==> config.mk <==
export PLATFORM = sky130hd
export DESIGN_NAME = lifting_step_seq
export DESIGN_NICKNAME = d
export VERILOG_FILES = /design/src/rtl/lws_pkg.sv /design/src/rtl/lws_sample_buf.sv /design/src/rtl/lws_ctrl.sv /design/src/rtl/lws_datapath.sv /design/src/rtl/lifting_step_seq.sv
export SDC_FILE = /design/constraint.sdc
export NUM_CORES = 2
export LEC_CHECK = 0
export ABC_AREA = 0
export BUFFER_PORTS_ARGS = -buffer_cell sky130_fd_sc_hd__buf_4
export CORE_ASPECT_RATIO = 1.5
export CORE_MARGIN = 2
export CORE_UTILIZATION = 24
export CTS_CLUSTER_SIZE = 10
export DETAILED_ROUTE_END_ITERATION = 10
export PLACE_DENSITY = 0.47
export SYNTH_ARGS = -nofsm -noshare
export SYNTH_HDL_FRONTEND = slang
export SYNTH_SLANG_ARGS = --single-unit
==> constraint.sdc <==
create_clock -name clk -period 9.2 [get_ports clk]
set_input_delay 1.84 -clock clk [delete_from_list [all_inputs] [get_ports clk]]
set_output_delay 1.84 -clock clk [all_outputs]
set_load 0.01 [all_outputs]
==> src/rtl/lws_pkg.sv <==
package lws_pkg;
    localparam int DATA_W = 16;
    localparam int FRAC_W = 12;
    localparam int PROD_W = 2 * DATA_W;

    typedef logic signed [DATA_W-1:0] sample_t;
    typedef logic signed [PROD_W-1:0] prod_t;

    // Q4.12 constants
    localparam sample_t K_RT3     = 16'sd7094;   // sqrt(3)
    localparam sample_t K_RT3B4   = 16'sd1773;   // sqrt(3)/4
    localparam sample_t K_RT3M2B4 = -16'sd274;   // (sqrt(3)-2)/4
    localparam sample_t K_UPD     = 16'sd2120;   // (sqrt(3)-1)/sqrt(2)
    localparam sample_t K_PRD     = 16'sd7912;   // (sqrt(3)+1)/sqrt(2)

    typedef enum logic [3:0] {
        OP_LD_EVEN = 4'd0,
        OP_LD_ODD  = 4'd1,
        OP_SC_ODD  = 4'd2,
        OP_S1      = 4'd3,
        OP_SC_S1   = 4'd4,
        OP_DLY_S1  = 4'd5,
        OP_SC_DLY  = 4'd6,
        OP_DIFF    = 4'd7,
        OP_D1      = 4'd8,
        OP_ADV_D   = 4'd9,
        OP_S2      = 4'd10,
        OP_UPD     = 4'd11,
        OP_PRD     = 4'd12
    } op_e;

    typedef enum logic [1:0] {
        ST_IDLE  = 2'd0,
        ST_ISSUE = 2'd1,
        ST_WAIT  = 2'd2
    } ctrl_st_e;

    // Fixed-point product, floor of the scaled result, wrapped to DATA_W
    function automatic sample_t qmul(input sample_t a, input sample_t k);
        return sample_t'((prod_t'(a) * prod_t'(k)) >>> FRAC_W);
    endfunction
endpackage

==> src/rtl/lws_sample_buf.sv <==
module lws_sample_buf
    import lws_pkg::*;
#(
    parameter int DEPTH  = 32,
    parameter int ADDR_W = $clog2(DEPTH)
) (
    input  logic              clk,
    input  logic              busy,
    input  logic              wr_en,
    input  logic [ADDR_W-1:0] wr_addr,
    input  sample_t           wr_data,
    input  logic [ADDR_W-1:0] rd_addr,
    output sample_t           rd_data
);
    sample_t mem [DEPTH];

    always_ff @(posedge clk) begin
        if (wr_en && !busy) begin
            mem[wr_addr] <= wr_data;
        end
    end

    assign rd_data = mem[rd_addr];
endmodule

==> src/rtl/lws_ctrl.sv <==
module lws_ctrl
    import lws_pkg::*;
#(
    parameter int NUM_PAIRS  = 16,
    parameter int PAIR_CNT_W = $clog2(NUM_PAIRS + 1)
) (
    input  logic                  clk,
    input  logic                  rst,
    input  logic                  start,
    input  logic                  status,
    output logic                  cmd_fire,
    output op_e                   cmd_op,
    output logic [PAIR_CNT_W-1:0] cmd_k,
    output logic                  cmd_last,
    output logic                  cmd_emit,
    output logic                  clr,
    output logic                  busy,
    output logic                  done
);
    localparam logic [PAIR_CNT_W-1:0] LAST_K = PAIR_CNT_W'(NUM_PAIRS);

    ctrl_st_e              st;
    op_e                   op;
    logic [PAIR_CNT_W-1:0] k;

    always_ff @(posedge clk) begin
        if (rst) begin
            st   <= ST_IDLE;
            op   <= OP_LD_EVEN;
            k    <= '0;
            done <= 1'b0;
        end else begin
            done <= 1'b0;
            unique case (st)
                ST_IDLE: begin
                    if (start) begin
                        k  <= '0;
                        op <= OP_LD_EVEN;
                        st <= ST_ISSUE;
                    end
                end
                ST_ISSUE: st <= ST_WAIT;
                ST_WAIT: begin
                    if (status) begin
                        if (op == OP_PRD) begin
                            if (k == LAST_K) begin
                                st   <= ST_IDLE;
                                done <= 1'b1;
                            end else begin
                                k  <= k + PAIR_CNT_W'(1);
                                op <= OP_LD_EVEN;
                                st <= ST_ISSUE;
                            end
                        end else begin
                            op <= op_e'(op + 4'd1);
                            st <= ST_ISSUE;
                        end
                    end
                end
                default: st <= ST_IDLE;
            endcase
        end
    end

    assign cmd_fire = (st == ST_ISSUE);
    assign cmd_op   = op;
    assign cmd_k    = k;
    assign cmd_last = (k == LAST_K);
    assign cmd_emit = (k != '0);
    assign clr      = (st == ST_IDLE) && start;
    assign busy     = (st != ST_IDLE);

    // a new command never follows a command without a status cycle between
    assert_one_op_inflight_R8: assert property (@(posedge clk) disable iff (rst)
        cmd_fire |=> !cmd_fire);

    // completion pulse only once the controller is back to idle
    assert_done_idle_R9: assert property (@(posedge clk) disable iff (rst)
        done |-> !busy);
endmodule

==> src/rtl/lws_datapath.sv <==
module lws_datapath
    import lws_pkg::*;
#(
    parameter int NUM_PAIRS  = 16,
    parameter int PAIR_CNT_W = $clog2(NUM_PAIRS + 1),
    parameter int ADDR_W     = $clog2(2 * NUM_PAIRS),
    parameter int IDX_W      = $clog2(NUM_PAIRS)
) (
    input  logic                  clk,
    input  logic                  rst,
    input  logic                  clr,
    input  logic                  cmd_fire,
    input  op_e                   cmd_op,
    input  logic [PAIR_CNT_W-1:0] cmd_k,
    input  logic                  cmd_last,
    input  logic                  cmd_emit,
    output logic [ADDR_W-1:0]     rd_addr,
    input  sample_t               rd_data,
    output logic                  status,
    output logic                  out_valid,
    output logic [IDX_W-1:0]      out_index,
    output sample_t               out_update,
    output sample_t               out_predict
);
    sample_t xe, xo, rt3_xo, s1, s1_q, s1_old, s1_dly, dly_q;
    sample_t diff1, d1, d_adv, d_old, s2;

    assign rd_addr = {cmd_k[ADDR_W-2:0], (cmd_op == OP_LD_ODD)};

    always_ff @(posedge clk) begin
        if (rst) begin
            xe <= '0; xo <= '0; rt3_xo <= '0; s1 <= '0; s1_q <= '0;
            s1_old <= '0; s1_dly <= '0; dly_q <= '0; diff1 <= '0;
            d1 <= '0; d_adv <= '0; d_old <= '0; s2 <= '0;
            out_update <= '0; out_predict <= '0; out_index <= '0;
            out_valid <= 1'b0;
            status    <= 1'b0;
        end else begin
            status    <= cmd_fire;
            out_valid <= 1'b0;
            if (clr) begin
                s1_old <= '0;
                d_old  <= '0;
            end
            if (cmd_fire) begin
                unique case (cmd_op)
                    OP_LD_EVEN: xe     <= cmd_last ? '0 : rd_data;
                    OP_LD_ODD:  xo     <= cmd_last ? '0 : rd_data;
                    OP_SC_ODD:  rt3_xo <= qmul(xo, K_RT3);
                    OP_S1:      s1     <= xe + rt3_xo;
                    OP_SC_S1:   s1_q   <= qmul(s1, K_RT3B4);
                    OP_DLY_S1:  s1_dly <= s1_old;
                    OP_SC_DLY:  dly_q  <= qmul(s1_dly, K_RT3M2B4);
                    OP_DIFF:    diff1  <= xo - s1_q;
                    OP_D1:      d1     <= diff1 - dly_q;
                    OP_ADV_D:   d_adv  <= cmd_last ? '0 : d1;
                    OP_S2:      s2     <= s1_dly + d_adv;
                    OP_UPD:     out_update <= qmul(s2, K_UPD);
                    OP_PRD: begin
                        out_predict <= qmul(d_old, K_PRD);
                        d_old       <= d1;
                        s1_old      <= s1;
                        if (cmd_emit) begin
                            out_valid <= 1'b1;
                            out_index <= IDX_W'(cmd_k - PAIR_CNT_W'(1));
                        end
                    end
                    default: ;
                endcase
            end
        end
    end

    // status answers exactly one earlier command
    assert_status_follows_fire_R8: assert property (@(posedge clk) disable iff (rst)
        status |-> $past(cmd_fire));

    // each output strobe lasts a single cycle
    assert_valid_single_R9: assert property (@(posedge clk) disable iff (rst)
        out_valid |=> !out_valid);

    // an output strobe only follows the detail-scaling command
    assert_valid_after_predict_R8: assert property (@(posedge clk) disable iff (rst)
        out_valid |-> $past(cmd_fire && (cmd_op == OP_PRD)));
endmodule

==> src/rtl/lifting_step_seq.sv <==
module lifting_step_seq
    import lws_pkg::*;
#(
    parameter int NUM_SAMPLES = 32,
    parameter int ADDR_W      = $clog2(NUM_SAMPLES),
    parameter int IDX_W       = $clog2(NUM_SAMPLES / 2)
) (
    input  logic                   clk,
    input  logic                   rst,
    input  logic                   wr_en,
    input  logic [ADDR_W-1:0]      wr_addr,
    input  logic [DATA_W-1:0]      wr_data,
    input  logic                   start,
    output logic                   busy,
    output logic                   out_valid,
    output logic [IDX_W-1:0]       out_index,
    output logic [DATA_W-1:0]      out_update,
    output logic [DATA_W-1:0]      out_predict,
    output logic                   done
);
    localparam int NUM_PAIRS  = NUM_SAMPLES / 2;
    localparam int PAIR_CNT_W = $clog2(NUM_PAIRS + 1);

    logic                  cmd_fire, cmd_last, cmd_emit, clr, status;
    op_e                   cmd_op;
    logic [PAIR_CNT_W-1:0] cmd_k;
    logic [ADDR_W-1:0]     rd_addr;
    sample_t               rd_data, upd_q, prd_q;

    lws_sample_buf #(.DEPTH(NUM_SAMPLES), .ADDR_W(ADDR_W)) u_buf (
        .clk     (clk),
        .busy    (busy),
        .wr_en   (wr_en),
        .wr_addr (wr_addr),
        .wr_data (sample_t'(wr_data)),
        .rd_addr (rd_addr),
        .rd_data (rd_data)
    );

    lws_ctrl #(.NUM_PAIRS(NUM_PAIRS), .PAIR_CNT_W(PAIR_CNT_W)) u_ctrl (
        .clk      (clk),
        .rst      (rst),
        .start    (start),
        .status   (status),
        .cmd_fire (cmd_fire),
        .cmd_op   (cmd_op),
        .cmd_k    (cmd_k),
        .cmd_last (cmd_last),
        .cmd_emit (cmd_emit),
        .clr      (clr),
        .busy     (busy),
        .done     (done)
    );

    lws_datapath #(
        .NUM_PAIRS(NUM_PAIRS), .PAIR_CNT_W(PAIR_CNT_W),
        .ADDR_W(ADDR_W), .IDX_W(IDX_W)
    ) u_dp (
        .clk         (clk),
        .rst         (rst),
        .clr         (clr),
        .cmd_fire    (cmd_fire),
        .cmd_op      (cmd_op),
        .cmd_k       (cmd_k),
        .cmd_last    (cmd_last),
        .cmd_emit    (cmd_emit),
        .rd_addr     (rd_addr),
        .rd_data     (rd_data),
        .status      (status),
        .out_valid   (out_valid),
        .out_index   (out_index),
        .out_update  (upd_q),
        .out_predict (prd_q)
    );

    assign out_update  = upd_q;
    assign out_predict = prd_q;
endmodule

# Word-level counts from Yosys, hierarchy flattened
# Memories as Yosys holds them, arrays and structs flattened.
# Index checks and enable logic that the tools add are counted.
[totals] ramBits=512 ff_bits=258 inputBits=25 mem_count=1
[mem_list] memory="u_buf.mem" depth=32 width=16 read_ports=1 rd_clocked_by_memory_dff=0 write_ports=1 line_no="lws_sample_buf.sv:15" text="sample_t mem [DEPTH];"
[op_classes] reduce_logical=27 n_mul=5 addsub=7 n_eq_ne=20 bitwise_logic=4 muxes=27
[ops] operator="2-to-1 mux 16 bit" count=8
[ops] operator="adder 16 bit" count=2
[ops] operator="subtractor 16 bit" count=2
[ops] operator="multiplier 16 x 12 -> 28 bit, second input constant" count=1
[ops] operator="AND reduction 2 bit" count=14
[ops] operator="multiplier 16 x 13 -> 27 bit, second input constant" count=1
[ops] operator="multiplier 16 x 10 -> 25 bit, second input constant" count=1
[ops] operator="multiplier 16 x 11 -> 25 bit, second input constant" count=1
[ops] operator="multiplier 16 x 9 -> 25 bit, second input constant" count=1
[ops] operator="equality test 4 bit, second input constant" count=5
[ops] operator="2-to-1 mux 5 bit" count=4
[ops] operator="equality test 4 x 3 -> 1 bit, second input constant" count=4
[ops] operator="2-to-1 mux 4 bit" count=4
[ops] operator="case mux 5 bit (2 select lines)" count=1
[ops] operator="equality test 4 x 2 -> 1 bit, second input constant" count=2
[ops] operator="case mux 4 bit (2 select lines)" count=1
[ops] operator="2-to-1 mux 1 bit" count=6
[ops] operator="case mux 2 bit (3 select lines)" count=1
[ops] operator="adder 5 x 1 -> 5 bit, second input constant" count=1
[ops] operator="equality test 5 bit, second input constant" count=1
[ops] operator="AND reduction 5 bit" count=1
[ops] operator="nonzero test 5 bit" count=1
[ops] operator="adder 4 x 1 -> 4 bit, second input constant" count=1
[ops] operator="equality test 4 x 1 -> 1 bit, second input constant" count=1
[ops] operator="17 further kinds" count=25

# Longest topological paths before layout
[logic_depth] word_depth=5 mapped_depth=19

# Hierarchy
# Synthesis repeated with hierarchy kept, for this count alone.
[unflattened] hier_cells=4533 hier_area_um2=49816.5
[by_module_without_submodules] module="lws_datapath" n_inst=1 cells_per_inst=3326 area_per_inst_um2=28868.9
[by_module_without_submodules] module="lws_sample_buf" n_inst=1 cells_per_inst=1130 area_per_inst_um2=20224.4
[by_module_without_submodules] module="lws_ctrl" n_inst=1 cells_per_inst=77 area_per_inst_um2=723.2

# Worst setup path before layout
# Ideal clock, no wire load.
[synth_path] kind="reg2reg" start="reg u_dp.d_old[15]" end="reg u_dp.out_predict[15]" path_buffers=0 path_stages_with_launch=19 setup_time_ns=0.132 t_required_ns=9.068 slack_ns=4.230 arrival_ns=4.837 period_less_slack_ns=4.970 path_cell_list="dfxtp_1 > ha_1 > xor2_1 > fa_1 > inv_1 > fa_1 > fa_1 > inv_1 > fa_1 > inv_1 > ha_1 > a21o_1 > a21oi_1 > nor2_1 > a211oi_1 > o31ai_4 > a31oi_1 > xnor2_1 > a21oi_1"
[synth_via] elab_chain_len=1
[synth_rtl] element="start: declaration" line_no="lws_datapath.sv:26" text="sample_t diff1, d1, d_adv, d_old, s2;"
[synth_rtl] element="start signal: assignment" line_no="lws_datapath.sv:34" text="d1 <= '0; d_adv <= '0; d_old <= '0; s2 <= '0;"
[synth_rtl] element="start signal: assignment" line_no="lws_datapath.sv:43" text="d_old <= '0;"
[synth_rtl] element="start signal: assignment" line_no="lws_datapath.sv:61" text="d_old <= d1;"
[synth_rtl] element="multiplier 16 x 11 -> 25 bit" line_no="lws_pkg.sv:40" text="return sample_t'((prod_t'(a) * prod_t'(k)) >>> FRAC_W);"
[synth_rtl] element="end signal: assignment" line_no="lws_datapath.sv:60" text="out_predict <= qmul(d_old, K_PRD);"
[synth_rtl] element="end: declaration" line_no="lws_datapath.sv:23" text="output sample_t out_predict"
# Every way passes these cells.
# A chain may end at the register's enable or synchronous reset.

# Final worst setup path
[layout_path] start="reg u_dp.s1[15]" end="reg u_dp.s1_q[14]"
[layout_via] elab_chain_len=1
[layout_rtl] element="start: declaration" line_no="lws_datapath.sv:25" text="sample_t xe, xo, rt3_xo, s1, s1_q, s1_old, s1_dly, dly_q;"
[layout_rtl] element="start signal: assignment" line_no="lws_datapath.sv:50" text="OP_S1: s1 <= xe + rt3_xo;"
[layout_rtl] element="multiplier 16 x 12 -> 28 bit" line_no="lws_pkg.sv:40"
[layout_rtl] element="end signal: assignment" line_no="lws_datapath.sv:51" text="OP_SC_S1: s1_q <= qmul(s1, K_RT3B4);"
[layout_rtl] element="end: declaration" line_no="lws_datapath.sv:25"
# Every way passes these cells.

==> results.cfg <==
[global_routing]
use_met2_pct = 24.0
top_usage_layer = met2
track_usage_pct = 12.2
grt_antenna_before_repair = 1
grt_max_degree = 102
overflow = 0
grt_pass1_wl_mm = 196
globalRouteMet1Util_pct = 13.3
grt_use_met3_pct = 1.51
grt_pass1_vias = 33053

[layout]
final_common_cell = inv_1
final_cell_mix = inv_1 (770), edfxtp_1 (512), ha_1 (457)
area.sequential_um2 = 20500
nNetsFinal = 5154
diodes = 0
area_growth_pct = 13.2
multi_input_area_um2 = 25300
drive_above_1_share_pct = 10.1
final_util_pct = 27.3
fillerInstances = 21216

[critical_path]
reg2reg_slack_ns = 3.66
cp.required_ns = 9.79
cp-start-kind = register
crit_fanout = 16
r2r_cells = 17
end_kind = register
r2r-end = u_dp.s1_q[14]
r2r-start = u_dp.s1[15]
critPathKind = register to register
cp.arrival_ns = 6.14
crit_start = u_dp.s1[15]
crit_end = u_dp.s1_q[14]

[synthesis]
synth_top_flop_cell = edfxtp_1
synth_cell_type_count = 90
synth_nets = 5079
synth_seq_cells = 768
ys_warn_count = 0
synth_cells = 4253
async_flop_share_pct = 0
syn-cell-area_um2 = 49200
synth_edf_count = 512
avgSynthCellArea_um2 = 11.6
synth-seq-area-share_pct = 41.7

[drt]
drt_iter0_markers = 1390
drtPass1Iterations = 5
postRouteAntennaNets = 0
wl_per_cell_um = 18.1
remaining_drc_errors = 0
num_vias = 30860
via_per_inst = 4.38
routed_wl_mm = 127

[flow_run]
cap_violations = 0

[floorplanning]
coreArea_um2 = 204000
start_util_pct = 24.1
num_rows = 203
die_area_um2 = 209000
die_w_um = 374
die_h_um = 559
io_pins = 64

[place]
pre_cts_ws_ns = 3.59
gp_congestion = 0.850
hpwl_mm = 95.0
port_buffers = 63

[clock_tree]
ctsResizeCount = 0
cts_tree = yes
cts.clk_slew.worst_paths_ns = 0.06
htree_levels = 3
cts_buffer_depth = 3
cts.sink_count = 768
cts_setup_buffers = 0
clk_latency_ns = 0.74
root_buffer = clkbuf_16
cts_buffers = 91
cts_hold_buffers = 0

[run_status]
status = finished clean

[timing]
finalWorstSetupSlack_ns = 3.66
fin_setup_tns_ns = 0
tightest_slew_ns = 1.26
slew_viol_final = 0
fin_skew_ns = 0.0766
fmax_mhz = 180
finalHoldViolCount = 0
setup_violations = 0
min_period_ns = 5.54
rsz0062_at_grt = no
maxSlewHeadroom_pct = 16.0
fin_crit_sh_pct = 60.2

[power]
intPower_mw = 5.85
p_seq_share_pct = 48.8
power.density_nw_per_um2 = 137
swShare_pct = 23.4
switching_power_mw = 1.78
ir_drop_v = 0.000176
combPwrFrac_pct = 5.7
clock_power_share_pct = 45.5
p_leak_nw = 22.7

[hold_path]
hold_class = register to register
cell type report:
class | count | area share (%)
clock buffers | 126 | 4.43
clock inverters | 16 | 0.647
inverters | 771 | 5.19
multi-input cells | 2582 | 45.4
flip-flops and latches | 768 | 36.8
well taps | 2665 | 5.98
repair buffers | 114 | 1.57
kinds of logic (layout without fill, tap and decap cells):
logic type,count (synthesis),after routing,synth area share [%]
buffers and inverters,903,1027,7.18
and+or+nand+nor,854,854,8.22
adders and majority gates,805,805,25.7
DFF,768,768,41.7
AOI/OAI and AO/OA,627,627,8.13
muxes,156,156,6.64
xor gates and xnor gates,140,140,2.49
per-stage QoR:
stage	hold slack [ns]	instance area, µm²	cells	power [mW]
global route	0.472	55700	7042	7.90
CTS	0.453	55700	7042	7.74
finish	0.452	55700	7042	7.63
floorplan	0.429	49200	4253	4.07
global placement	0.441	52900	6900	4.24
detailed placement	0.445	52900	6900	4.24
how the worst min path moves through the flow:
stage	to	cells past startpoint	startpoint	slack (ns)
2_1_floorplan	u_dp.xe[11]	2	u_dp.xe[11]	0.43
3_3_place_gp	u_dp.out_predict[9]	2	u_dp.out_predict[9]	0.44
3_5_place_dp	u_dp.dly_q[8]	2	u_dp.dly_q[8]	0.44
4_1_cts	u_dp.dly_q[8]	2	u_dp.dly_q[8]	0.45
5_1_grt	u_dp.dly_q[8]	2	u_dp.dly_q[8]	0.47
6_report	u_dp.out_predict[4]	2	u_dp.out_predict[4]	0.45
power by group through the flow:
stage	Combinational (mW)	Sequential [mW]	Clock [mW]
2_1_floorplan	0.288	3.78	0
5_1_grt	0.476	3.72	3.70
6_report	0.432	3.72	3.48
4_1_cts	0.444	3.72	3.57
3_3_place_gp	0.442	3.79	0
3_5_place_dp	0.443	3.80	0
Yosys cell counts, types with 10 or more instances:
library cell | number | area share (%)
nand2_1 | 355 | 2.7
o21ai_0 | 80 | 0.81
edfxtp_1 | 512 | 31
ha_1 | 457 | 12
a21oi_1 | 269 | 2.7
a21o_1 | 51 | 0.78
buf_2 | 26 | 0.26
o21bai_1 | 17 | 0.26
xor2_1 | 52 | 0.93
buf_4 | 15 | 0.23
nor2_1 | 140 | 1.1
nand2b_1 | 13 | 0.17
nor2b_1 | 26 | 0.33
o31ai_1 | 15 | 0.23
o211ai_1 | 17 | 0.26
nand4_1 | 26 | 0.33
mux4_2 | 136 | 6.2
a31oi_1 | 16 | 0.20
a22oi_1 | 10 | 0.15
nand3b_1 | 12 | 0.18
nor3_1 | 60 | 0.61
and3_1 | 18 | 0.23
inv_1 | 771 | 5.9
a211oi_1 | 29 | 0.44
or3_1 | 26 | 0.33
nand3_1 | 108 | 1.1
a22o_1 | 16 | 0.28
xnor2_1 | 88 | 1.6
mux2i_1 | 18 | 0.37
o21a_1 | 14 | 0.21
fa_1 | 344 | 14
clkbuf_1 | 74 | 0.56
and2_1 | 15 | 0.19
dfxtp_1 | 256 | 10
o21ai_1 | 13 | 0.13
buf_1 | 10 | 0.076
sequential cells by signal, summed over array words and instances (netlist names), 16 cells and up:
signal / flops
u_dp.diff1: 16
u_dp.s1_q: 16
u_dp.out_predict: 16
u_dp.s1_dly: 16
u_dp.out_update: 16
u_dp.d1: 16
u_dp.s1: 16
u_dp.xe: 16
u_dp.rt3_xo: 16
u_dp.d_old: 16
u_dp.d_adv: 16
u_dp.xo: 16
u_dp.s2: 16
u_dp.s1_old: 16
u_buf.mem: 512
critical path, stage by stage (launching register included):
cell	delay (ns)
dfxtp_1	0.79
ha_1	0.39
inv_1	0.15
fa_1	0.47
fa_1	0.52
fa_1	0.49
inv_1	0.05
fa_1	0.48
inv_1	0.05
ha_1	0.38
nand3_1	0.13
nor3_1	0.24
nand3_1	0.17
o21ai_1	0.27
o21ai_2	0.15
a211oi_1	0.32
o21ai_0	0.12
a32o_1	0.26
metal layers:
layer,share of wire [%],vias up,wire length [µm]
met1,39,15483,49600
li1,-,14743,-
met3,2.9,198,3640
met5,0.0086,-,11
met2,55,434,69600
met4,3.5,2,4440
Note: power is estimated with default switching activity, not from simulation.
